### src/rtl/clkrep_pkg.sv
package clkrep_pkg;
  typedef enum logic {
    HAND_IDLE  = 1'b0,
    HAND_SWEEP = 1'b1
  } hand_state_t;
endpackage

### src/rtl/clkrep_frame_bits.sv
// Per-frame resident and recently-used flags.
// Priority per frame: load, then reference (resident frames only), then sweep clear.
module clkrep_frame_bits #(
  parameter int N  = 8,
  parameter int IW = (N > 1) ? $clog2(N) : 1
) (
  input  logic          clk,
  input  logic          rst,
  input  logic          ref_vld,
  input  logic [IW-1:0] ref_idx,
  input  logic          load_vld,
  input  logic [IW-1:0] load_idx,
  input  logic          clr_vld,
  input  logic [IW-1:0] clr_idx,
  output logic [N-1:0]  resident_q,
  output logic [N-1:0]  used_q
);
  for (genvar g = 0; g < N; g++) begin : g_frame
    logic load_hit, ref_hit, clr_hit;
    assign load_hit = load_vld && (load_idx == IW'(g));
    assign ref_hit  = ref_vld  && (ref_idx  == IW'(g)) && resident_q[g];
    assign clr_hit  = clr_vld  && (clr_idx  == IW'(g));

    always_ff @(posedge clk) begin
      if (rst) begin
        resident_q[g] <= 1'b0;
        used_q[g]     <= 1'b0;
      end else if (load_hit) begin
        resident_q[g] <= 1'b1;
        used_q[g]     <= 1'b0;
      end else if (ref_hit) begin
        used_q[g]     <= 1'b1;
      end else if (clr_hit) begin
        used_q[g]     <= 1'b0;
      end
    end
  end
endmodule

### src/rtl/clkrep_free_pick.sv
// Lowest-numbered empty frame.
module clkrep_free_pick #(
  parameter int N  = 8,
  parameter int IW = (N > 1) ? $clog2(N) : 1
) (
  input  logic [N-1:0]  resident,
  output logic          any_free,
  output logic [IW-1:0] free_idx
);
  always_comb begin
    any_free = 1'b0;
    free_idx = '0;
    for (int i = N - 1; i >= 0; i--) begin
      if (!resident[i]) begin
        any_free = 1'b1;
        free_idx = IW'(i);
      end
    end
  end
endmodule

### src/rtl/clkrep_sweep_ctrl.sv
// Request handshake, hand pointer and bounded sweep.
module clkrep_sweep_ctrl
  import clkrep_pkg::*;
#(
  parameter int N  = 8,
  parameter int IW = (N > 1) ? $clog2(N) : 1
) (
  input  logic          clk,
  input  logic          rst,
  input  logic          req_vld,
  input  logic          any_free,
  input  logic [IW-1:0] free_idx,
  input  logic          used_at_hand,
  output logic [IW-1:0] hand_q,
  output logic          clr_vld,
  output logic [IW-1:0] clr_idx,
  output logic          rdy_q,
  output logic          done_q,
  output logic [IW-1:0] victim_q
);
  localparam int SW = $clog2(N + 1);
  localparam logic [SW-1:0] STEP_MAX = SW'(N);
  localparam logic [IW-1:0] LAST     = IW'(N - 1);

  hand_state_t   state_q;
  logic [SW-1:0] steps_q;
  logic [IW-1:0] hand_nxt;
  logic          accept, pick_now;

  assign hand_nxt = (hand_q == LAST) ? '0 : hand_q + 1'b1;
  assign accept   = req_vld && rdy_q;
  assign pick_now = !used_at_hand || (steps_q == STEP_MAX);
  assign clr_vld  = (state_q == HAND_SWEEP) && !pick_now;
  assign clr_idx  = hand_q;

  always_ff @(posedge clk) begin
    if (rst) begin
      state_q  <= HAND_IDLE;
      hand_q   <= '0;
      steps_q  <= '0;
      rdy_q    <= 1'b1;
      done_q   <= 1'b0;
      victim_q <= '0;
    end else begin
      done_q <= 1'b0;
      unique case (state_q)
        HAND_IDLE: begin
          if (accept) begin
            rdy_q <= 1'b0;
            if (any_free) begin
              victim_q <= free_idx;
              done_q   <= 1'b1;
            end else begin
              state_q <= HAND_SWEEP;
              steps_q <= '0;
            end
          end else begin
            rdy_q <= 1'b1;
          end
        end
        HAND_SWEEP: begin
          hand_q <= hand_nxt;
          if (pick_now) begin
            victim_q <= hand_q;
            done_q   <= 1'b1;
            state_q  <= HAND_IDLE;
          end else begin
            steps_q <= steps_q + 1'b1;
          end
        end
        default: state_q <= HAND_IDLE;
      endcase
    end
  end
endmodule

### src/rtl/clock_victim_sel.sv
module clock_victim_sel #(
  parameter int N  = 8,
  parameter int IW = (N > 1) ? $clog2(N) : 1
) (
  input  logic          clk,
  input  logic          rst,
  input  logic          ref_vld,
  input  logic [IW-1:0] ref_idx,
  input  logic          load_vld,
  input  logic [IW-1:0] load_idx,
  input  logic          req_vld,
  output logic          req_rdy,
  output logic          done,
  output logic [IW-1:0] victim
);
  logic [N-1:0]  resident_q, used_q;
  logic          any_free, clr_vld;
  logic [IW-1:0] free_idx, clr_idx, hand_q;

  clkrep_frame_bits #(.N(N), .IW(IW)) u_bits (
    .clk(clk), .rst(rst),
    .ref_vld(ref_vld), .ref_idx(ref_idx),
    .load_vld(load_vld), .load_idx(load_idx),
    .clr_vld(clr_vld), .clr_idx(clr_idx),
    .resident_q(resident_q), .used_q(used_q)
  );

  clkrep_free_pick #(.N(N), .IW(IW)) u_free (
    .resident(resident_q), .any_free(any_free), .free_idx(free_idx)
  );

  clkrep_sweep_ctrl #(.N(N), .IW(IW)) u_ctrl (
    .clk(clk), .rst(rst), .req_vld(req_vld),
    .any_free(any_free), .free_idx(free_idx),
    .used_at_hand(used_q[hand_q]),
    .hand_q(hand_q), .clr_vld(clr_vld), .clr_idx(clr_idx),
    .rdy_q(req_rdy), .done_q(done), .victim_q(victim)
  );
endmodule

### config.mk
export PLATFORM = sky130hd
export DESIGN_NAME = clock_victim_sel
export DESIGN_NICKNAME = d
export VERILOG_FILES = /design/src/rtl/clkrep_pkg.sv /design/src/rtl/clkrep_frame_bits.sv /design/src/rtl/clkrep_free_pick.sv /design/src/rtl/clkrep_sweep_ctrl.sv /design/src/rtl/clock_victim_sel.sv
export SDC_FILE = /design/constraint.sdc
export NUM_CORES = 1
export LEC_CHECK = 0
export BUFFER_PORTS_ARGS = -buffer_cell sky130_fd_sc_hd__buf_4
export CORE_UTILIZATION = 45
export DETAILED_ROUTE_END_ITERATION = 10
export GPL_TIMING_DRIVEN = 0
export PLACE_DENSITY = 0.76
export RECOVER_POWER = 100
export REMOVE_ABC_BUFFERS = 1
export SETUP_SLACK_MARGIN = 0.2
export SYNTH_ARGS = -nofsm -noshare
export SYNTH_HDL_FRONTEND = slang
export SYNTH_SLANG_ARGS = --single-unit
### constraint.sdc
create_clock -name clk -period 1.8 [get_ports clk]
set_clock_uncertainty 0.1 [all_clocks]
set_input_delay 0.09 -clock clk [delete_from_list [all_inputs] [get_ports clk]]
set_output_delay 0.09 -clock clk [all_outputs]
set_load 0.02 [all_outputs]
* Word level (Yosys, flattened, before mapping)
Cells that the tools add are included.
W data, S select, Z words.
** Storage, ports and cells
- Register bits :: 29
- Latch bits :: 0
- RAM bits :: 0
- ROM bits :: 0
- Bits of input ports :: 11
- Output and inout port bits :: 5
- Logic and storage cells :: 163
- Memories :: 0
** Cells by class
- Add/subtract/negate cells :: 2
- Multipliers :: 0
- Divide/modulo/power cells :: 0
- $lt $le $gt $ge :: 1
- Equality and inequality tests :: 27
- Shift operators :: 0
- Muxes and demuxes :: 52
- Bitwise gates (word level) :: 1
- Reductions and logical operators :: 58
** Operators with widths (count)
- $eq A3 B3 Y1 const B :: 12
- $mux W3 :: 12
- $logic_and A1 B1 Y1 :: 34
- $mux W1 :: 32
- $eq A3 B2 Y1 const B :: 6
- $reduce_bool A2 Y1 :: 8
- $reduce_or A2 Y1 :: 8
- $mux W4 :: 3
- $eq A3 B1 Y1 const B :: 3
- $logic_not A3 Y1 :: 3
- $ne A2 B2 Y1 const B :: 4
- $pmux W4 S2 :: 1
- $pmux W3 S2 :: 1
- $reduce_and A3 Y1 :: 2
- $add A4 B1 Y4 const B :: 1
- $eq A4 B4 Y1 const B :: 1
- $lt A3 B4 Y1 const B :: 1
- $pmux W1 S2 :: 2
- $add A3 B1 Y3 const B :: 1
- $bmux W1 S3 :: 1
- $logic_not A1 Y1 :: 2
- $ne A2 B1 Y1 const B :: 1
- $logic_or A1 B1 Y1 :: 1
- $not A1 Y1 :: 1

* Logic depth before layout (Yosys ltp)
Gate-level depths: netlist of the first run.
- Depth in word-level cells :: 11
- Depth in mapped cells :: 7

* Modules after synthesis
A second synthesis of the first run with hierarchy kept.
** Second synthesis, totals
- Cell total of the unflattened synthesis :: 167
- Area, all modules :: 1552.7 um^2
** By module, submodules not included
- clkrep_frame_bits :: instances 1, cells each 75, area each 725.7 um^2, sequential area each 320.3 um^2
- clkrep_sweep_ctrl :: instances 1, cells each 73, area each 684.4 um^2, sequential area each 260.2 um^2
- clkrep_free_pick :: instances 1, cells each 16, area each 78.8 um^2, sequential area each 0.0 um^2
- clock_victim_sel :: instances 1, cells each 3, area each 63.8 um^2, sequential area each 0.0 um^2

* Worst setup path after synthesis of the first run
OpenSTA, ideal clock, no wires.
- Kind :: reg-to-reg
- Start :: register u_ctrl.hand_q[0] (netlist: u_ctrl.clr_idx[0])
- End :: register u_bits.used_q[3]
- Library setup time :: 0.080 ns
- Arrival time :: 1.661 ns
- Data required time :: 1.620 ns
- Slack :: -0.040 ns
- Stages on the path, launching flop included :: 6
- Period minus slack after synthesis :: 1.840 ns
- Path through :: dfxtp_1 -> mux4_2 -> nor2_4 -> nor3_2 -> a21bo_1 -> a211oi_2
** On the way
- Longest elaborated chain between the ends :: 8
** Ends and longest elaborated chain
- start: declaration :: line clkrep_sweep_ctrl.sv:14 : output logic [IW-1:0] hand_q,
- start signal: assignment :: line clkrep_sweep_ctrl.sv:62 : hand_q <= hand_nxt;
- $bmux W1 S3 :: line clock_victim_sel.sv:35 : .used_at_hand(used_q[hand_q]),
- $mux W1 (implied by the code) :: line clock_victim_sel.sv:35
- $logic_not A1 Y1 :: line clkrep_sweep_ctrl.sv:32 : assign pick_now = !used_at_hand || (steps_q == STEP_MAX);
- $logic_or A1 B1 Y1 :: line clkrep_sweep_ctrl.sv:32
- $logic_not A1 Y1 :: line clkrep_sweep_ctrl.sv:33 : assign clr_vld = (state_q == HAND_SWEEP) && !pick_now;
- $logic_and A1 B1 Y1 :: line clkrep_sweep_ctrl.sv:33
- $logic_and A1 B1 Y1 (*) :: line clkrep_frame_bits.sv:22 : assign clr_hit = clr_vld && (clr_idx == IW'(g));
- $reduce_bool A2 Y1 (no line) (*)
- end signal: indexed assignment :: line clkrep_frame_bits.sv:27 : used_q[g] <= 1'b0;
- end signal: indexed assignment :: line clkrep_frame_bits.sv:30 : used_q[g] <= 1'b0;
- end signal: indexed assignment :: line clkrep_frame_bits.sv:32 : used_q[g] <= 1'b1;
- end: declaration :: line clkrep_frame_bits.sv:16 : output logic [N-1:0] used_q
Every way passes the cells marked *; elsewhere a longest branch is shown, timed or not. The select of a mux whose other input is x is not followed.
A chain may end at the register's enable or synchronous reset.

* Worst setup path after layout of the first run
- Start :: register u_ctrl.hand_q[0] (netlist: u_ctrl.clr_idx[0])
- End :: register u_ctrl.victim_q[0]
** On the way
- Longest elaborated chain between the ends :: 6
** Ends and longest elaborated chain
- $bmux W1 S3 :: line clock_victim_sel.sv:35
- $mux W1 (implied by the code) :: line clock_victim_sel.sv:35
- $logic_not A1 Y1 :: line clkrep_sweep_ctrl.sv:32
- $logic_or A1 B1 Y1 :: line clkrep_sweep_ctrl.sv:32
- $ne A2 B2 Y1 (no line)
- $reduce_and A3 Y1 (no line)
- end signal: assignment :: line clkrep_sweep_ctrl.sv:51 : victim_q <= free_idx;
- end signal: assignment :: line clkrep_sweep_ctrl.sv:64 : victim_q <= hand_q;
- end: declaration :: line clkrep_sweep_ctrl.sv:19 : output logic [IW-1:0] victim_q
Several ways; a longest one is shown, not always the timed one. The select of a mux whose other input is x is not followed.

==> out/results.tsv, run 1 <==
metric	value	unit
most frequent cells in the layout	sky130_fd_sc_hd__nor2_1, sky130_fd_sc_hd__dfxtp_1, sky130_fd_sc_hd__buf_4	
Net count, final	235	
cell count after synthesis	172	
highest-delay cell along the critical path	sky130_fd_sc_hd__mux4_2	
I/O Pins	16	
Avg WL per Cell	16.1	um
worst IR drop on VDD	0.000514	V
ordered cell list for the critical path	mux4_2, nor2_4, o32ai_4, a311o_1, a21oi_1	
number of enable flip-flop cells after synthesis	0	
Static Leakage	0.746	nW
synthesized flop and latch total	29	
Period minus WS final	1.83	ns
maximum single-stage delay on the critical path	0.55	ns
hold violation count in the final report	8	
CTS root buf	sky130_fd_sc_hd__clkbuf_4	
x dimension of the die	59.8	um
Max Fanout on Critical Path	4	
fraction of layout cells with a size suffix above 1	0.272	
Total Routed Length	4200	um
final period utilization	1.02	
power consumption	1.19	mW
commonest non-fill, non-tap cell in the layout	sky130_fd_sc_hd__nor2_1	
Area growth, synth to finish	34.5	%
startpoint type of the worst setup path	register	
height of the die	59.8	um
number of violations of the max-capacitance limit	0	
Ys Warns	0	
final non-filler cell total	261	
Detail Route Antenna Nets	0	
Netlist cell types	40	
CTS tree	done	
maximum operating frequency	0.547	GHz
post-place setup slack	-0.353	ns
half-perimeter wire length after detailed placement	2700	um
sequential element share of the synthesized area	0.386	
worst path arrival time	2.01	ns
number of rows in the core area	20	
drt first pass iters	4	
CP required	1.98	ns
actual slew at the worst max-slew pin	0.477	ns
power density over cell area	588	nW/um^2
starting density of the core	0.485	
total global routing overflow	0	
max-slew violations	0	
deepest clock path buffer count	2	
Hold Crit Class	in2reg	
total via count in the routed design	1530	
per-instance average area after synthesis	8.75	um^2
weighted congestion at the end of routability-driven global placement	0.860	
aggregate global-route resource usage	0.262	
via-per-instance ratio	5.86	
synthesized area	1510	um^2
largest net degree at the start of global routing	22	
Inserted Clock Buffers	5	
hold buffers post-CTS	13	
run status	finished, violations left	
Port Buf Inserts	15	
unrepaired setup endpoints after global routing	yes	
clock tree sinks	29	
clock slew at reported path FFs	0.11	ns
full die area	3580	um^2
area of the placeable core	3100	um^2
startpoint-to-endpoint class of the critical path	reg2reg	
remaining routing DRC violations	0	
Initial DRC Count	72	
kind of end point of the critical path	register	
first-pass GRT wire length	6800	um
Setup WS post-layout	-0.0278	ns
number of global-route vias before repair	1517	
number of placed instances with taps included	227	
Worst Hold Margin	-0.0151	ns
Worst slew margin	0.681	
worst skew pair latency	0.35	ns
violations in the final reports	hold timing, setup timing	
number of setup violations in the final report	2	
Top FF cell, synth	sky130_fd_sc_hd__dfxtp_1	
initial antenna violation count	0	
# H-tree levels	2	
n_diodes	0	
fraction of synthesis flops using an asynchronous set or reset pin	0	
[through the flow]
step           area, um^2  setup TNS [ns]  utilization
6_report             2020         -0.0457        0.652
5_1_grt              2020          -0.254        0.652
4_1_cts              1990         -0.0553        0.642
3_5_place_dp         1660           -2.89        0.534
3_3_place_gp         1660           -1.44        0.534
2_1_floorplan        1490         -0.0981            -
[per-layer routing]
metal,routed length (um),GRT usage
met5,0,0
met4,176,0.146
met1,1670,0.283
met2,2150,0.459
met3,208,0.0693
[cells by family (layout without fill, tap and decap cells)]
logic type,Yosys count,after routing,share of synthesized area
buffers and inverters,11,56,0.0283
adders and majority gates,8,8,0.0665
AOI/OAI and AO/OA,39,39,0.211
and+or+nand+nor,78,78,0.252
muxes,7,7,0.0565
DFF,29,29,0.386
[what timing repair did]
action	CTS	global route
setup buffers	12	2
setup endpoints to repair	17	21
gates resized for setup	17	13
pin swaps	14	16
endpoints found under the hold margin	17	3
cloned	0	0
[layout make-up]
cell class | count | area (um^2)
fillers | 278 | 1080
multi-input cells | 132 | 958
flip-flops and latches | 29 | 592
clock inverters | 3 | 17.5
inverters | 7 | 26.3
repair buffers | 41 | 338
well taps | 44 | 55.1
clock buffers | 5 | 37.5
[where the power goes]
| group | internal [mW] | switching (mW) | leakage (nW) |
|---|---|---|---|
| sequential | 0.648 | 0.0122 | 0.238 |
| clock | 0.147 | 0.261 | 0.0310 |
| combinational | 0.0593 | 0.0624 | 0.477 |
| total | 0.854 | 0.336 | 0.746 |
[path summary, 6_finish.rpt]
path                      startpoint                  to  slack (ns)  cells past startpoint
setup / recovery   u_ctrl.clr_idx[0]  u_ctrl.victim_q[0]       -0.03                      5
hold / removal                   rst   u_ctrl.steps_q[1]       -0.02                      2
setup reg to reg   u_ctrl.clr_idx[0]  u_ctrl.victim_q[0]       -0.03                      5
hold reg to reg   u_ctrl.victim_q[0]  u_ctrl.victim_q[0]        0.37                      2
[synthesized netlist by cell type, types with 2 or more instances]
cell type / count / share of area
sky130_fd_sc_hd__a211oi_1: 3 / 0.015
sky130_fd_sc_hd__inv_1: 6 / 0.015
sky130_fd_sc_hd__a41oi_1: 2 / 0.012
sky130_fd_sc_hd__nand3_1: 6 / 0.020
sky130_fd_sc_hd__dfxtp_1: 29 / 0.39
sky130_fd_sc_hd__a311o_1: 2 / 0.013
sky130_fd_sc_hd__nand3b_1: 5 / 0.025
sky130_fd_sc_hd__a31oi_1: 8 / 0.033
sky130_fd_sc_hd__nor3_1: 5 / 0.017
sky130_fd_sc_hd__a21oi_1: 5 / 0.017
sky130_fd_sc_hd__clkbuf_1: 3 / 0.0075
sky130_fd_sc_hd__o21ai_0: 4 / 0.013
sky130_fd_sc_hd__ha_1: 8 / 0.067
sky130_fd_sc_hd__nand4_1: 3 / 0.012
sky130_fd_sc_hd__nand2_1: 15 / 0.037
sky130_fd_sc_hd__nor2_1: 29 / 0.072
sky130_fd_sc_hd__a21bo_2: 2 / 0.013
sky130_fd_sc_hd__nor2b_1: 5 / 0.021
sky130_fd_sc_hd__nand2b_1: 5 / 0.021
sky130_fd_sc_hd__a32oi_1: 3 / 0.017
sky130_fd_sc_hd__mux2i_1: 4 / 0.027
sky130_fd_sc_hd__mux2_2: 2 / 0.015
[worst max-delay path: cells and delay by family (launching register included)]
family          cells  cell delay, ns
simple gates        1            0.18
flops               1            0.37
mux                 1            0.55
compound gates      3            0.55
[sequential cells by signal, indices dropped and copies added (netlist names)]
register and count:
u_ctrl.clr_idx 3, u_bits.resident_q 8, u_ctrl.steps_q 4, u_ctrl.state_q 1, u_ctrl.victim_q 3, u_ctrl.done_q 1, u_bits.used_q 8, u_ctrl.rdy_q 1
Power figures use the tool's default switching activity.
==> inputs of run 2 (changes only) <==
--- a/config.mk
+++ b/config.mk
@@ -5,6 +5,7 @@
 export SDC_FILE = /design/constraint.sdc
 export NUM_CORES = 1
 export LEC_CHECK = 0
+export ABC_AREA = 1
 export BUFFER_PORTS_ARGS = -buffer_cell sky130_fd_sc_hd__buf_4
 export CORE_UTILIZATION = 45
 export DETAILED_ROUTE_END_ITERATION = 10
==> out/results.tsv, run 2 <==
metric	value	unit	change
run status	finished clean		was finished, violations left
remaining routing DRC violations	0		unchanged
CTS tree	done		unchanged
highest-delay cell along the critical path	sky130_fd_sc_hd__dfxtp_1		was sky130_fd_sc_hd__mux4_2
Static Leakage	0.767	nW	was 0.746 nW
power spent charging and discharging nets	0.298	mW	was 0.336 mW
worst flop-to-flop path startpoint	u_ctrl.steps_q[0]		was u_ctrl.clr_idx[0]
first-pass GRT wire length	5610	um	was 6800 um
Netlist cell types	23		was 40
top-count cell post-synth	sky130_fd_sc_hd__nand2_1		
# H-tree levels	2		unchanged
initial antenna violation count	0		unchanged
number of rows in the core area	21		was 20
total global routing overflow	0		unchanged
per-instance average area after synthesis	6.89	um^2	was 8.75 um^2
clock slew at reported path FFs	0.10	ns	was 0.11 ns
Inserted Clock Buffers	5		unchanged
part of the power in combinational logic	0.099		was 0.102
Total Routed Length	3350	um	was 4200 um
hold_sp	load_idx[2]		was rst
maximum single-stage delay on the critical path	0.39	ns	was 0.55 ns
kind of end point of the critical path	register		unchanged
commonest non-fill, non-tap cell in the layout	sky130_fd_sc_hd__nand2_1		was sky130_fd_sc_hd__nor2_1
synthesized area	1570	um^2	was 1510 um^2
deepest clock path buffer count	2		unchanged
Port Buf Inserts	15		unchanged
Top FF cell, synth	sky130_fd_sc_hd__dfxtp_1		unchanged
starting density of the core	0.471		was 0.485
Worst slew margin	0.693		was 0.681
fraction of synthesis flops using an asynchronous set or reset pin	0		unchanged
cell count of the worst reg-to-reg path	10		was 5
number of enable flip-flop cells after synthesis	0		unchanged
power density over cell area	638	nW/um^2	was 588 nW/um^2
fraction of layout cells with a size suffix above 1	0.106		was 0.272
final period utilization	0.855		was 1.02
gate family responsible for the most delay along the worst path	simple AND/OR/NAND/NOR gates		was multiplexers
Period minus WS final	1.54	ns	was 1.83 ns
most frequent cells in the layout	sky130_fd_sc_hd__nand2_1, sky130_fd_sc_hd__inv_1, sky130_fd_sc_hd__dfxtp_1		was sky130_fd_sc_hd__nor2_1, sky130_fd_sc_hd__dfxtp_1, sky130_fd_sc_hd__buf_4
startpoint-to-endpoint class of the critical path	reg2reg		unchanged
power consumption	1.18	mW	was 1.19 mW
worst hold stages	4		was 2
weighted congestion at the end of routability-driven global placement	0.801		was 0.860
largest net degree at the start of global routing	16		was 22
CP required	1.94	ns	was 1.98 ns
Detail Route Antenna Nets	0		unchanged
Area growth, synth to finish	18.2	%	was 34.5%
via-per-instance ratio	5.01		was 5.86
I/O Pins	16		unchanged
max-slew violations	0		unchanged
count of cell instances traversed by the critical path	10		was 5
aggregate global-route resource usage	0.205		was 0.262
maximum operating frequency	0.650	GHz	was 0.547 GHz
final-layout fill cell count	323		was 278
Max Fanout on Critical Path	9		was 4
actual slew at the worst max-slew pin	0.460	ns	was 0.477 ns
worst path arrival time	1.67	ns	was 2.01 ns
final non-filler cell total	301		was 261
CTS root buf	sky130_fd_sc_hd__clkbuf_4		unchanged
worst skew pair latency	0.33	ns	was 0.35 ns
cell count after synthesis	228		was 172
half-perimeter wire length after detailed placement	2470	um	was 2700 um
Net count, final	274		was 235
full die area	3730	um^2	was 3580 um^2
area occupied by multi-input gates	848	um^2	was 958 um^2
synthesized flop and latch total	29		unchanged
Reg area	586	um^2	was 592 um^2
critical path buffer and inverter count	2		was 0
number of violations of the max-capacitance limit	0		unchanged
number of placed instances with taps included	284		was 227
TNS Setup	0	ns	was -0.0457 ns
unrepaired setup endpoints after global routing	yes		unchanged
share of total power in the clock network	0.340		was 0.343
number of global-route vias before repair	1329		was 1517
ordered cell list for the critical path	inv_1, ha_1, nand3b_1, nand2_1, inv_4, nand3_4, nand2_4, nand2_1, nand2_1, nor2_1		was mux4_2, nor2_4, o32ai_4, a311o_1, a21oi_1
number of setup violations in the final report	0		was 2
share of power burned in registers	0.561		was 0.555
cell internal power dissipation	0.887	mW	was 0.854 mW
drt first pass iters	4		unchanged
portion of synthesized cell area occupied by the leading cell type	0.369		was 0.386
startpoint type of the worst setup path	register		unchanged
total via count in the routed design	1509		was 1530
height of the die	61.1	um	was 59.8 um
Hold Crit Class	in2reg		unchanged
n_diodes	0		unchanged
Ys Warns	0		unchanged
registers with the most flip-flops	u_bits.resident_q (8), u_bits.used_q (8), u_ctrl.steps_q (4)		unchanged
crit path from	u_ctrl.steps_q[0]		was u_ctrl.clr_idx[0]
Initial DRC Count	33		was 72
CP most frequent cell	sky130_fd_sc_hd__nand2_1		
clock tree sinks	29		unchanged
x dimension of the die	61.1	um	was 59.8 um
sequential element share of the synthesized area	0.369		was 0.386
ranking of synthesized cells by instance count	sky130_fd_sc_hd__nand2_1, sky130_fd_sc_hd__dfxtp_1, sky130_fd_sc_hd__inv_1, sky130_fd_sc_hd__a21oi_1, sky130_fd_sc_hd__nor2_1		was sky130_fd_sc_hd__dfxtp_1, sky130_fd_sc_hd__nor2_1, sky130_fd_sc_hd__nand2_1, sky130_fd_sc_hd__a31oi_1, sky130_fd_sc_hd__ha_1
hold violation count in the final report	0		was 8
ranking of synthesized cells by area	sky130_fd_sc_hd__dfxtp_1, sky130_fd_sc_hd__nand2_1, sky130_fd_sc_hd__a21oi_1		was sky130_fd_sc_hd__dfxtp_1, sky130_fd_sc_hd__nor2_1, sky130_fd_sc_hd__ha_1
worst IR drop on VDD	0.000474	V	was 0.000514 V
Avg WL per Cell	11.1	um	was 16.1 um
area of the placeable core	3340	um^2	was 3100 um^2
library cell with the largest summed area after synthesis	sky130_fd_sc_hd__dfxtp_1		unchanged
switching share of total power	0.252		was 0.282
## run 2: routing by layer
metal	track usage	up-vias	routed length (um)
met2	0.328	21	1560
met3	0.0441	7	98
met5	0	-	0
met1	0.272	683	1640
met4	0.0779	0	61
li1	-	798	-
## run 2: cells by family (layout without fill, tap and decap cells)
kind of cell	Yosys count	in the layout	share of synthesized area
AOI/OAI and AO/OA	29	29	0.0939
xor gates and xnor gates	2	2	0.0111
adders and majority gates	8	8	0.0637
buffers and inverters	34	61	0.0924
DFF	29	29	0.369
and+or+nand+nor	126	126	0.369
## run 2: final timing paths
path / slack, ns / end
setup / recovery: 0.26 / u_ctrl.victim_q[2]
hold / removal: 0.009 / u_bits.resident_q[1]
setup reg to reg: 0.26 / u_ctrl.victim_q[2]
hold reg to reg: 0.37 / u_bits.used_q[7]
## run 2: worst reg2reg max path: stages (launching register included)
cell and delay [ns]:
sky130_fd_sc_hd__dfxtp_1 0.39, sky130_fd_sc_hd__inv_1 0.09, sky130_fd_sc_hd__ha_1 0.19, sky130_fd_sc_hd__nand3b_1 0.07, sky130_fd_sc_hd__nand2_1 0.09, sky130_fd_sc_hd__inv_4 0.10, sky130_fd_sc_hd__nand3_4 0.14, sky130_fd_sc_hd__nand2_4 0.12
sky130_fd_sc_hd__nand2_1 0.05, sky130_fd_sc_hd__nand2_1 0.05, sky130_fd_sc_hd__nor2_1 0.05
## run 2: repair_timing
action / in CTS / in global routing
resized for setup: 1 / 5
endpoints found under the setup margin: 2 / 13
buffers inserted: 0 / 1
hold buffers: 10 / 0
endpoints found under the hold margin: 23 / 0
## run 2: power groups by stage
stage	logic (mW)	clock network (mW)	registers, mW
6_report	0.118	0.402	0.665
5_1_grt	0.133	0.443	0.667
4_1_cts	0.125	0.411	0.666
3_5_place_dp	0.108	0	0.681
3_3_place_gp	0.108	0	0.681
2_1_floorplan	0.0505	0	0.688
## run 2: layout make-up
| cell class | instances | share of cell area |
|---|---|---|
| Clock buffer | 7 | 0.0296 |
| Inverter | 29 | 0.0599 |
| Timing Repair Buffer | 25 | 0.108 |
| Sequential cell | 29 | 0.315 |
| Multi-Input combinational cell | 165 | 0.457 |
| Tap cell | 46 | 0.0310 |
## run 2: stage by stage
step | instance area, um^2 | setup WS (ns) | util | hold slack (ns)
6_report | 1860 | 0.261 | 0.557 | 0.00861
5_1_grt | 1860 | 0.136 | 0.557 | 0.0178
4_1_cts | 1860 | 0.236 | 0.559 | 0.000875
3_5_place_dp | 1710 | 0.216 | 0.512 | 0.293
3_3_place_gp | 1710 | 0.231 | 0.512 | 0.290
2_1_floorplan | 1540 | 0.402 | - | 0.0591
==> inputs of run 3 (changes only) <==
--- a/config.mk
+++ b/config.mk
@@ -7,10 +7,11 @@
 export LEC_CHECK = 0
 export ABC_AREA = 1
 export BUFFER_PORTS_ARGS = -buffer_cell sky130_fd_sc_hd__buf_4
-export CORE_UTILIZATION = 45
+export CORE_UTILIZATION = 36
 export DETAILED_ROUTE_END_ITERATION = 10
+export GPL_ROUTABILITY_DRIVEN = 0
 export GPL_TIMING_DRIVEN = 0
-export PLACE_DENSITY = 0.76
+export PLACE_DENSITY = 0.65
 export RECOVER_POWER = 100
 export REMOVE_ABC_BUFFERS = 1
 export SETUP_SLACK_MARGIN = 0.2
==> out/results.tsv, run 3 (synthesis gave the netlist of run 2 again) <==
metric	value	unit	change
clock slew at reported path FFs	0.06	ns	was 0.10 ns
I/O Pins	16		unchanged
number of global-route vias before repair	1322		was 1329
height of the die	68.1	um	was 61.1 um
CP most frequent cell	sky130_fd_sc_hd__nand2_1		unchanged
actual slew at the worst max-slew pin	0.470	ns	was 0.460 ns
Worst Hold Margin	0.00589	ns	was 0.00861 ns
worst skew pair latency	0.28	ns	was 0.33 ns
Hold Crit Class	in2reg		unchanged
Port Buf Inserts	15		unchanged
CP required	1.87	ns	was 1.94 ns
share of total power in the clock network	0.411		was 0.340
Inserted Clock Buffers	5		unchanged
power consumption	1.31	mW	was 1.18 mW
Max Fanout on Critical Path	4		was 9
first-pass GRT wire length	5710	um	was 5610 um
total via count in the routed design	1485		was 1509
unrepaired setup endpoints after global routing	yes		unchanged
power spent charging and discharging nets	0.312	mW	was 0.298 mW
Avg WL per Cell	11.6	um	was 11.1 um
Period minus WS final	1.57	ns	was 1.54 ns
final period utilization	0.870		was 0.855
share of power burned in registers	0.509		was 0.561
startpoint type of the worst setup path	register		unchanged
deepest clock path buffer count	2		unchanged
area of the placeable core	4090	um^2	was 3340 um^2
Area growth, synth to finish	14.5	%	was 18.2%
hold violation count in the final report	0		unchanged
# H-tree levels	2		unchanged
post-place setup slack	0.219	ns	was 0.216 ns
number of setup violations in the final report	0		unchanged
Setup WS post-layout	0.234	ns	was 0.261 ns
fraction of layout cells with a size suffix above 1	0.105		was 0.106
maximum single-stage delay on the critical path	0.35	ns	was 0.39 ns
cell internal power dissipation	0.997	mW	was 0.887 mW
aggregate global-route resource usage	0.168		was 0.205
TNS Setup	0	ns	unchanged
Detail Route Antenna Nets	0		unchanged
kind of end point of the critical path	register		unchanged
worst IR drop on VDD	0.000443	V	was 0.000474 V
n_diodes	0		unchanged
run status	finished clean		unchanged
drt first pass iters	4		unchanged
startpoint-to-endpoint class of the critical path	reg2reg		unchanged
highest-delay cell along the critical path	sky130_fd_sc_hd__dfxtp_1		unchanged
most frequent cells in the layout	sky130_fd_sc_hd__nand2_1, sky130_fd_sc_hd__inv_1, sky130_fd_sc_hd__dfxtp_1		unchanged
power density over cell area	727	nW/um^2	was 638 nW/um^2
maximum operating frequency	0.638	GHz	was 0.650 GHz
full die area	4630	um^2	was 3730 um^2
largest net degree at the start of global routing	16		unchanged
Initial DRC Count	69		was 33
max-slew violations	0		unchanged
registers with the most flip-flops	u_bits.resident_q (8), u_bits.used_q (8), u_ctrl.steps_q (4)		unchanged
number of violations of the max-capacitance limit	0		unchanged
worst path arrival time	1.63	ns	was 1.67 ns
CTS tree	done		unchanged
Worst slew margin	0.687		was 0.693
via-per-instance ratio	4.98		was 5.01
Static Leakage	0.746	nW	was 0.767 nW
number of rows in the core area	23		was 21
initial antenna violation count	0		unchanged
hold buffers post-CTS	0		was 10
final-layout fill cell count	424		was 323
Total Routed Length	3450	um	was 3350 um
commonest non-fill, non-tap cell in the layout	sky130_fd_sc_hd__nand2_1		unchanged
cell count of the worst reg-to-reg path	9		was 10
Net count, final	267		was 274
ordered cell list for the critical path	inv_1, ha_1, nand3b_1, nand2_1, inv_4, clkbuf_1, nand4_1, nand2_1, a21oi_1		was inv_1, ha_1, nand3b_1, nand2_1, inv_4, nand3_4, nand2_4, nand2_1, nand2_1, nor2_1
CTS root buf	sky130_fd_sc_hd__clkbuf_8		was sky130_fd_sc_hd__clkbuf_4
clock tree sinks	29		unchanged
remaining routing DRC violations	0		unchanged
half-perimeter wire length after detailed placement	2580	um	was 2470 um
part of the power in combinational logic	0.080		was 0.099
starting density of the core	0.385		was 0.471
x dimension of the die	68.1	um	was 61.1 um
worst hold stages	2		was 4
total global routing overflow	0		unchanged
switching share of total power	0.238		was 0.252
[run 3: worst paths after layout]
path,startpoint,to,slack (ns)
worst max-delay path,u_ctrl.steps_q[0],u_bits.used_q[7],0.23
worst min-delay path,rst,u_ctrl.clr_idx[1],0.006
worst max register to register,u_ctrl.steps_q[0],u_bits.used_q[7],0.23
worst min register to register,u_bits.used_q[1],u_bits.used_q[1],0.36
[run 3: repair_timing]
action | in CTS | in global routing
cloned | 0 | 1
setup buffers | 0 | 2
resized for setup | 1 | 1
hold endpoints to repair | 0 | 0
pin swaps | 0 | 0
endpoints found under the setup margin | 2 | 6
[run 3: per-stage QoR]
step                cells  cell area [um^2]  utilization
finish                298              1800        0.440
global route          298              1800        0.440
CTS                   295              1800        0.441
detailed placement    288              1710        0.419
global placement      288              1710        0.419
floorplan             223              1540            -
[run 3: cell type report]
class / count / area [um^2] / share of cell area
inverters: 29 / 111 / 0.0619
repair buffers: 17 / 105 / 0.0584
multi-input cells: 166 / 851 / 0.473
well taps: 50 / 62.6 / 0.0348
clock buffers: 7 / 86.3 / 0.0480
flip-flops and latches: 29 / 583 / 0.324
[run 3: power groups by stage]
stage / combinational, mW / clock [mW] / sequential [mW]
after floorplan: 0.0505 / 0 / 0.688
after global placement: 0.109 / 0 / 0.681
after detailed placement: 0.110 / 0 / 0.681
after CTS: 0.110 / 0.546 / 0.667
after global routing: 0.120 / 0.570 / 0.669
final: 0.104 / 0.538 / 0.667
[run 3: critical path, delay by kind of cell, from the launching register on]
family | cells | cell delay, ns
buffers and inverters | 3 | 0.33
adder cells (fa/ha/maj) | 1 | 0.20
AO/OA/AOI/OAI | 1 | 0.05
flip-flops | 1 | 0.35
AND/OR/NAND/NOR | 4 | 0.41
[run 3: layer usage]
layer,vias to the layer above,track usage,wire length [um]
met5,-,0,0
met4,0,0.0807,82
met3,8,0.0450,129
met2,26,0.268,1580
met1,668,0.207,1670
li1,783,-,-
